--- src/rtl/chain_pkg.sv ---
package chain_pkg;

    typedef enum logic [2:0] {
        ST_IDLE     = 3'd0,
        ST_SHIFT_LO = 3'd1,
        ST_SHIFT_HI = 3'd2,
        ST_UPDATE   = 3'd3,
        ST_CAPTURE  = 3'd4
    } seq_state_e;

    localparam int REG_W         = 64;
    // configuration register field positions
    localparam int CFG_DIV_LSB   = 0;
    localparam int CFG_RSEL_LSB  = 8;
    localparam int CFG_BYP_LSB   = 16;
    // data / command register field positions
    localparam int DAT_WIN_LSB   = 0;
    localparam int DAT_CNT_LSB   = 32;
    localparam int DAT_SHIFT_BIT = 40;
    localparam int DAT_UPD_BIT   = 41;
    localparam int DAT_CAP_BIT   = 42;
    localparam int DAT_SEL_LSB   = 48;

endpackage

--- src/rtl/chain_divider.sv ---
module chain_divider #(
    parameter int DIV_W = 4
) (
    input  logic             clk,
    input  logic             rst_n,
    input  logic             run,
    input  logic [DIV_W-1:0] div_exp,
    output logic             half_end
);
    localparam int CNT_W = (1 << DIV_W) + 1;

    logic [CNT_W-1:0] cnt_q;
    logic [CNT_W:0]   half_len;

    always_comb begin
        half_len = (CNT_W+1)'(1) << ({1'b0, div_exp} + (DIV_W+1)'(1));
        half_end = run && ({1'b0, cnt_q} == (half_len - (CNT_W+1)'(1)));
    end

    always_ff @(posedge clk or negedge rst_n) begin
        if (!rst_n)
            cnt_q <= '0;
        else if (!run || half_end)
            cnt_q <= '0;
        else
            cnt_q <= cnt_q + CNT_W'(1);
    end
endmodule

--- src/rtl/chain_window.sv ---
module chain_window #(
    parameter int WIN_W = 32
) (
    input  logic             clk,
    input  logic             rst_n,
    input  logic             load,
    input  logic [WIN_W-1:0] load_val,
    input  logic             shift,
    input  logic             in_bit,
    output logic [WIN_W-1:0] q
);
    always_ff @(posedge clk or negedge rst_n) begin
        if (!rst_n)
            q <= '0;
        else if (load)
            q <= load_val;
        else if (shift)
            q <= {in_bit, q[WIN_W-1:1]};
    end
endmodule

--- src/rtl/chain_seq.sv ---
module chain_seq
    import chain_pkg::*;
#(
    parameter int CNT_FW = 5
) (
    input  logic              clk,
    input  logic              rst_n,
    input  logic              go_shift,
    input  logic              go_update,
    input  logic              go_capture,
    input  logic [CNT_FW-1:0] nbits_m1,
    input  logic              half_end,
    input  logic              chain_bit,
    output seq_state_e        state_q,
    output logic              step,
    output logic              cap_bit
);
    seq_state_e        state_nx;
    logic [CNT_FW-1:0] left_q;
    logic              second_q;

    // state register
    always_ff @(posedge clk or negedge rst_n) begin
        if (!rst_n)
            state_q <= ST_IDLE;
        else
            state_q <= state_nx;
    end

    // next-state logic
    always_comb begin
        state_nx = state_q;
        unique case (state_q)
            ST_IDLE: begin
                if (go_shift)        state_nx = ST_SHIFT_LO;
                else if (go_update)  state_nx = ST_UPDATE;
                else if (go_capture) state_nx = ST_CAPTURE;
            end
            ST_SHIFT_LO: if (half_end) state_nx = ST_SHIFT_HI;
            ST_SHIFT_HI: begin
                if (half_end)
                    state_nx = (left_q == '0) ? ST_IDLE : ST_SHIFT_LO;
            end
            ST_UPDATE, ST_CAPTURE: begin
                if (half_end && second_q) state_nx = ST_IDLE;
            end
            default: state_nx = ST_IDLE;
        endcase
    end

    // output decode: window advances on the falling serial edge
    always_comb begin
        step = (state_q == ST_SHIFT_HI) && half_end;
    end

    // datapath registers
    always_ff @(posedge clk or negedge rst_n) begin
        if (!rst_n) begin
            left_q   <= '0;
            second_q <= 1'b0;
            cap_bit  <= 1'b0;
        end else begin
            if (state_q == ST_IDLE && go_shift)
                left_q <= nbits_m1;
            else if (step && left_q != '0)
                left_q <= left_q - CNT_FW'(1);

            if (state_q == ST_IDLE)
                second_q <= 1'b0;
            else if ((state_q == ST_UPDATE || state_q == ST_CAPTURE) && half_end)
                second_q <= ~second_q;

            if (state_q == ST_SHIFT_LO && half_end)
                cap_bit <= chain_bit;
        end
    end
endmodule

--- src/rtl/chain_shift_engine.sv ---
module chain_shift_engine
    import chain_pkg::*;
#(
    parameter int NUM_GRP = 4,
    parameter int WIN_W   = 32,
    parameter int DIV_W   = 4
) (
    input  logic               clk,
    input  logic               rst_n,
    input  logic               reg_wr,
    input  logic               reg_addr,
    input  logic [REG_W-1:0]   reg_wdata,
    output logic [REG_W-1:0]   reg_rdata,
    output logic [NUM_GRP-1:0] chain_clk,
    output logic [NUM_GRP-1:0] chain_din,
    output logic [NUM_GRP-1:0] chain_upd,
    output logic [NUM_GRP-1:0] chain_cap,
    input  logic [NUM_GRP-1:0] chain_dout
);
    localparam int SEL_W  = (NUM_GRP > 1) ? $clog2(NUM_GRP) : 1;
    localparam int CNT_FW = $clog2(WIN_W);

    logic [DIV_W-1:0]   cfg_div;
    logic [SEL_W-1:0]   cfg_rsel;
    logic [NUM_GRP-1:0] cfg_bypass;
    logic [NUM_GRP-1:0] grp_sel;
    logic [CNT_FW-1:0]  nbits_m1;
    logic [WIN_W-1:0]   window;
    seq_state_e         state_q;
    logic               idle, dat_acc, go_shift, go_update, go_capture;
    logic               half_end, step, cap_bit, chain_bit;
    logic               in_shift;
    logic               unused_wbits;

    assign unused_wbits = ^reg_wdata;

    // configuration register: always writable
    always_ff @(posedge clk or negedge rst_n) begin
        if (!rst_n) begin
            cfg_div    <= '0;
            cfg_rsel   <= '0;
            cfg_bypass <= '0;
        end else if (reg_wr && !reg_addr) begin
            cfg_div    <= reg_wdata[CFG_DIV_LSB +: DIV_W];
            cfg_rsel   <= reg_wdata[CFG_RSEL_LSB +: SEL_W];
            cfg_bypass <= reg_wdata[CFG_BYP_LSB +: NUM_GRP];
        end
    end

    // command acceptance and priority
    always_comb begin
        idle       = (state_q == ST_IDLE);
        in_shift   = (state_q == ST_SHIFT_LO) || (state_q == ST_SHIFT_HI);
        dat_acc    = reg_wr && reg_addr && idle;
        go_shift   = dat_acc && reg_wdata[DAT_SHIFT_BIT];
        go_update  = dat_acc && !reg_wdata[DAT_SHIFT_BIT] && reg_wdata[DAT_UPD_BIT];
        go_capture = dat_acc && !reg_wdata[DAT_SHIFT_BIT] && !reg_wdata[DAT_UPD_BIT]
                     && reg_wdata[DAT_CAP_BIT];
    end

    always_ff @(posedge clk or negedge rst_n) begin
        if (!rst_n) begin
            grp_sel  <= '0;
            nbits_m1 <= '0;
        end else if (dat_acc) begin
            grp_sel  <= reg_wdata[DAT_SEL_LSB +: NUM_GRP];
            nbits_m1 <= reg_wdata[DAT_CNT_LSB +: CNT_FW];
        end
    end

    // return-path selector
    always_comb begin
        chain_bit = 1'b0;
        for (int g = 0; g < NUM_GRP; g++)
            if (cfg_rsel == SEL_W'(g)) chain_bit = chain_dout[g];
    end

    chain_divider #(.DIV_W(DIV_W)) u_div (
        .clk      (clk),
        .rst_n    (rst_n),
        .run      (!idle),
        .div_exp  (cfg_div),
        .half_end (half_end)
    );

    chain_seq #(.CNT_FW(CNT_FW)) u_seq (
        .clk        (clk),
        .rst_n      (rst_n),
        .go_shift   (go_shift),
        .go_update  (go_update),
        .go_capture (go_capture),
        .nbits_m1   (reg_wdata[DAT_CNT_LSB +: CNT_FW]),
        .half_end   (half_end),
        .chain_bit  (chain_bit),
        .state_q    (state_q),
        .step       (step),
        .cap_bit    (cap_bit)
    );

    chain_window #(.WIN_W(WIN_W)) u_win (
        .clk      (clk),
        .rst_n    (rst_n),
        .load     (dat_acc),
        .load_val (reg_wdata[DAT_WIN_LSB +: WIN_W]),
        .shift    (step),
        .in_bit   (cap_bit),
        .q        (window)
    );

    // per-group output gating
    for (genvar g = 0; g < NUM_GRP; g++) begin : g_grp
        logic grp_en;
        assign grp_en       = grp_sel[g] && !cfg_bypass[g];
        assign chain_clk[g] = grp_en && (state_q == ST_SHIFT_HI);
        assign chain_din[g] = grp_en && in_shift && window[0];
        assign chain_upd[g] = grp_en && (state_q == ST_UPDATE);
        assign chain_cap[g] = grp_en && (state_q == ST_CAPTURE);
    end

    // live readback
    always_comb begin
        reg_rdata = '0;
        if (!reg_addr) begin
            reg_rdata[CFG_DIV_LSB +: DIV_W]    = cfg_div;
            reg_rdata[CFG_RSEL_LSB +: SEL_W]   = cfg_rsel;
            reg_rdata[CFG_BYP_LSB +: NUM_GRP]  = cfg_bypass;
        end else begin
            reg_rdata[DAT_WIN_LSB +: WIN_W]    = window;
            reg_rdata[DAT_CNT_LSB +: CNT_FW]   = nbits_m1;
            reg_rdata[DAT_SHIFT_BIT]           = in_shift;
            reg_rdata[DAT_UPD_BIT]             = (state_q == ST_UPDATE);
            reg_rdata[DAT_CAP_BIT]             = (state_q == ST_CAPTURE);
            reg_rdata[DAT_SEL_LSB +: NUM_GRP]  = grp_sel;
        end
    end
endmodule

--- config.mk ---
export PLATFORM = sky130hd
export DESIGN_NAME = chain_shift_engine
export DESIGN_NICKNAME = d
export VERILOG_FILES = /design/src/rtl/chain_pkg.sv /design/src/rtl/chain_divider.sv /design/src/rtl/chain_window.sv /design/src/rtl/chain_seq.sv /design/src/rtl/chain_shift_engine.sv
export SDC_FILE = /design/constraint.sdc
export NUM_CORES = 1
export LEC_CHECK = 0
export ABC_AREA = 1
export BUFFER_PORTS_ARGS = -buffer_cell sky130_fd_sc_hd__buf_2
export CORE_MARGIN = 2
export CORE_UTILIZATION = 53
export DETAILED_ROUTE_END_ITERATION = 10
export PLACE_DENSITY = 0.8
export SYNTH_ARGS = -nofsm -noshare
export SYNTH_HDL_FRONTEND = slang
export SYNTH_SLANG_ARGS = --single-unit
--- constraint.sdc ---
create_clock -name clk -period 3.1 [get_ports clk]
set_input_delay 0.31 -clock clk [delete_from_list [all_inputs] [get_ports clk]]
set_output_delay 0.31 -clock clk [all_outputs]
set_load 0.01 [all_outputs]
==> insert_results.sql <==
INSERT INTO impl_metrics (metric_group, metric, value, unit) VALUES
('synthesis', 'synth_simple_gate_area_share', '0.396', ''),
('floorplanning', 'core-area', '9280', 'sq um'),
('synthesis', 'area_share_of_xor_xnor_cells_in_the_synthesized_design', '0.0155', ''),
('floorplanning', 'dieArea', '10400', 'sq um'),
('sta', 'worst_clock_skew', '0.0112', 'ns'),
('drt', 'met2_length', '5900', 'um'),
('drt', 'wl_met1', '5430', 'um'),
('synthesis', 'synth_area_per_cell', '6.41', 'sq um'),
('drt', 'dr.pass1.iters', '5', ''),
('grt', 'first_global_vias', '4551', ''),
('drt', 'overall_via_count_from_detail_route', '5022', ''),
('sta', 'finalHoldViolations', '0', ''),
('clocking', 'cts_setup_buffers', '0', ''),
('setup_path', 'endpoint_kind', 'register', ''),
('clocking', 'cts_inserted_buffers', '9', ''),
('sta', 'timing.fmax', '365', 'MHz'),
('floorplanning', 'ioPinCount', '152', ''),
('grt', 'grt_first_pass_wirelength', '20800', 'um'),
('sta', 'finalSetupViolCount', '0', ''),
('synthesis', 'synth_adder_area_share', '0.00737', ''),
('drt', 'drt_drc_violations_left', '0', ''),
('synthesis', 'synth.cell_area', '5090', 'sq um'),
('grt', 'globalRouteTotalUtil', '0.251', ''),
('placement', 'io_buffer_count', '111', ''),
('synthesis', 'yosysUniqueCellTypes', '32', ''),
('grt', 'antenna_found_initial', '0', ''),
('drt', 'top_routing_layer_used', 'met4', ''),
('clocking', 'worst_setup_hold_path_clk_slew', '0.08', 'ns'),
('drt', 'drt-total-wl', '12300', 'um'),
('sta', 'final_min_period_over_clock_period', '0.883', ''),
('clocking', 'cts_resized', '0', ''),
('sta', 'worst_slew_pin_slew', '0.993', 'ns'),
('power_and_ir_drop', 'max-vdd-ir-drop', '0.335', 'mV'),
('drt', 'detailroute.wirelength.met3', '701', 'um'),
('min_path', 'min_path_type', 'input port to asynchronous set/reset pin', ''),
('clocking', 'post_cts_hold_buffer_count', '0', ''),
('clocking', 'buffers_from_clock_root_to_sink_at_most', '2', ''),
('sta', 'layout_min_cycle_time', '2.74', 'ns'),
('run_status', 'status', 'finished clean', ''),
('sta', 'timing.final.max_slew_violations', '0', ''),
('floorplanning', 'placementRows', '35', ''),
('floorplanning', 'die_x', '102', 'um'),
('setup_path', 'worst_reg_to_reg_cells', '14', ''),
('setup_path', 'signal_arrival_time_at_the_worst_endpoint', '3.01', 'ns'),
('floorplanning', 'initial_utilization', '0.549', ''),
('setup_path', 'timing.setup.critical_path_class', 'register to register', ''),
('drt', 'drtAntennaViolNets', '0', ''),
('job', 'drv.max_cap_violation_count', '0', ''),
('drt', 'post_drt_via_cell_ratio', '4.90', ''),
('clocking', 'clock_tree.root_cell', 'clkbuf_8', ''),
('cells_and_area', 'final_net_count', '967', ''),
('clocking', 'clock_latency_on_the_worst_skew_pair', '0.34', 'ns'),
('power_and_ir_drop', 'cellLeakagePower', '3.50', 'nW'),
('setup_path', 'startpoint_type', 'register', ''),
('drt', 'routed_wire_length_per_instance', '12.0', 'um'),
('cells_and_area', 'flow.area_growth_from_synthesis', '14.1', '%'),
('power_and_ir_drop', 'cellInternalPower', '2.20', 'mW'),
('drt', 'drt_first_iter_violations', '244', ''),
('synthesis', 'muxShareOfSynthArea', '0.00197', ''),
('setup_path', 'timing.reg2reg.setup_slack', '0.36', 'ns'),
('power_and_ir_drop', 'comb_power_share', '0.398', ''),
('clocking', 'cts_max_level', '3', ''),
('grt', 'global_route_total_overflow', '0', ''),
('synthesis', 'synth_compound_area_frac', '0.0595', ''),
('cells_and_area', 'antenna_cells', '0', ''),
('floorplanning', 'chipHeight', '102', 'um'),
('synthesis', 'netlist_instances', '795', ''),
('power_and_ir_drop', 'switching_share', '0.412', ''),
('setup_path', 'rr_startpoint', 'cfg_div[2]$_DFFE_PN0P_', ''),
('cells_and_area', 'drive_above_1_share', '0.161', ''),
('synthesis', 'synth.yosys.warnings', '0', '');
[flip-flops by register name, summed over array words and instances (netlist names)]
signal,flops
cfg_bypass,4
cfg_div,4
cfg_rsel,2
grp_sel,4
nbits_m1,5
u_div.cnt_q,17
u_seq.cap_bit,1
u_seq.left_q,5
u_seq.second_q,1
u_seq.state_q,3
u_win.q,32
[power by group through the flow]
stage          logic [mW]  registers [mW]  clock network [mW]
2_1_floorplan        1.15            1.50                   0
3_3_place_gp         1.47            1.56                   0
3_5_place_dp         1.50            1.57                   0
4_1_cts              1.50            1.56               0.697
5_1_grt              1.73            1.60               0.746
6_report             1.49            1.56               0.688
[critical path, cell delays in order, from the launching register on]
cell and delay (ns):
dfrtp_1 0.59, inv_1 0.17, nand3_1 0.12, ha_1 0.31, xor2_1 0.18, nand3_1 0.08
nand2_1 0.07, nand2_1 0.05, nor2_1 0.09, nand3_1 0.09, nor2_2 0.22, nand4_1 0.29
nand2_1 0.28, nand2_1 0.08, nand2_1 0.06
[stage by stage]
stage                     setup slack, ns  instance area (sq um)   util  std cells  power (mW)
final                               0.363                   5810  0.626       1025        3.74
after global routing               0.0368                   5810  0.626       1025        4.08
after CTS                           0.415                   5810  0.626       1025        3.75
after detailed placement            0.437                   5630  0.607       1010        3.06
after global placement              0.459                   5630  0.607       1010        3.03
after floorplan                     0.846                   5160      -        814        2.65
[worst max-delay path by stage]
stage                                       from                     endpoint  cells after the start
after floorplan           cfg_div[3]$_DFFE_PN0P_     u_div.cnt_q[8]$_DFF_PN0_                     15
after global routing      cfg_div[2]$_DFFE_PN0P_       u_win.q[8]$_DFFE_PN0P_                     14
after global placement    cfg_div[2]$_DFFE_PN0P_  u_seq.left_q[2]$_DFFE_PN0P_                     14
after CTS                 cfg_div[2]$_DFFE_PN0P_  u_seq.left_q[2]$_DFFE_PN0P_                     14
final                     cfg_div[2]$_DFFE_PN0P_  u_seq.left_q[2]$_DFFE_PN0P_                     14
after detailed placement  cfg_div[2]$_DFFE_PN0P_  u_seq.left_q[2]$_DFFE_PN0P_                     14
[area by class of cell]
| cell class | count | area [sq um] |
|---|---|---|
| clock buffer | 12 | 155 |
| clock inverter | 3 | 20.0 |
| multi-input combinational | 584 | 2530 |
| inverter | 101 | 379 |
| fill | 926 | 3470 |
| timing repair buffer | 118 | 611 |
| tap | 129 | 161 |
| sequential | 78 | 1950 |
[routing by layer]
metal,vias up,global-route usage
li1,2589,-
met1,2278,0.334
met2,137,0.414
met3,18,0.0486
met4,0,0.0821
met5,-,0
[layout by cell type (no fill, tap or decap), drive strengths merged, types with 3 or more instances in the layout]
cell type / instances
nand2: 324
buf: 118
inv: 101
dfrtp: 78
nor2: 72
nand3: 69
o21ai: 45
conb: 21
nor3: 15
clkbuf: 12
a21oi: 7
xor2: 6
nand4: 4
xnor2: 3
nor3b: 3
ha: 3
[logic make-up after synthesis]
group,Yosys count
flops,78
other cells,2
buf+inv,152
fa+ha+maj,3
xor+xnor,9
compound gates,58
mux,1
simple gates,492
[cells in the mapped netlist (all sizes together)]
library cell	n	area share
o22ai	1	0.0012
nand4	4	0.0049
clkbuf	17	0.013
a22oi	2	0.0029
or2	1	0.0012
mux2i	1	0.0020
nor3b	3	0.0044
nor3	15	0.015
ha	3	0.0074
nand2	324	0.24
buf	34	0.048
o21bai	2	0.0029
xor2	6	0.010
o21ai	45	0.044
xnor2	3	0.0052
nor2	72	0.054
a31oi	1	0.0012
nor4	2	0.0025
conb	2	0.0015
nand3	69	0.069
dfrtp	78	0.38
nand3b	2	0.0029
inv	101	0.074
a21oi	7	0.0069
(Power assumes the default switching activity.)
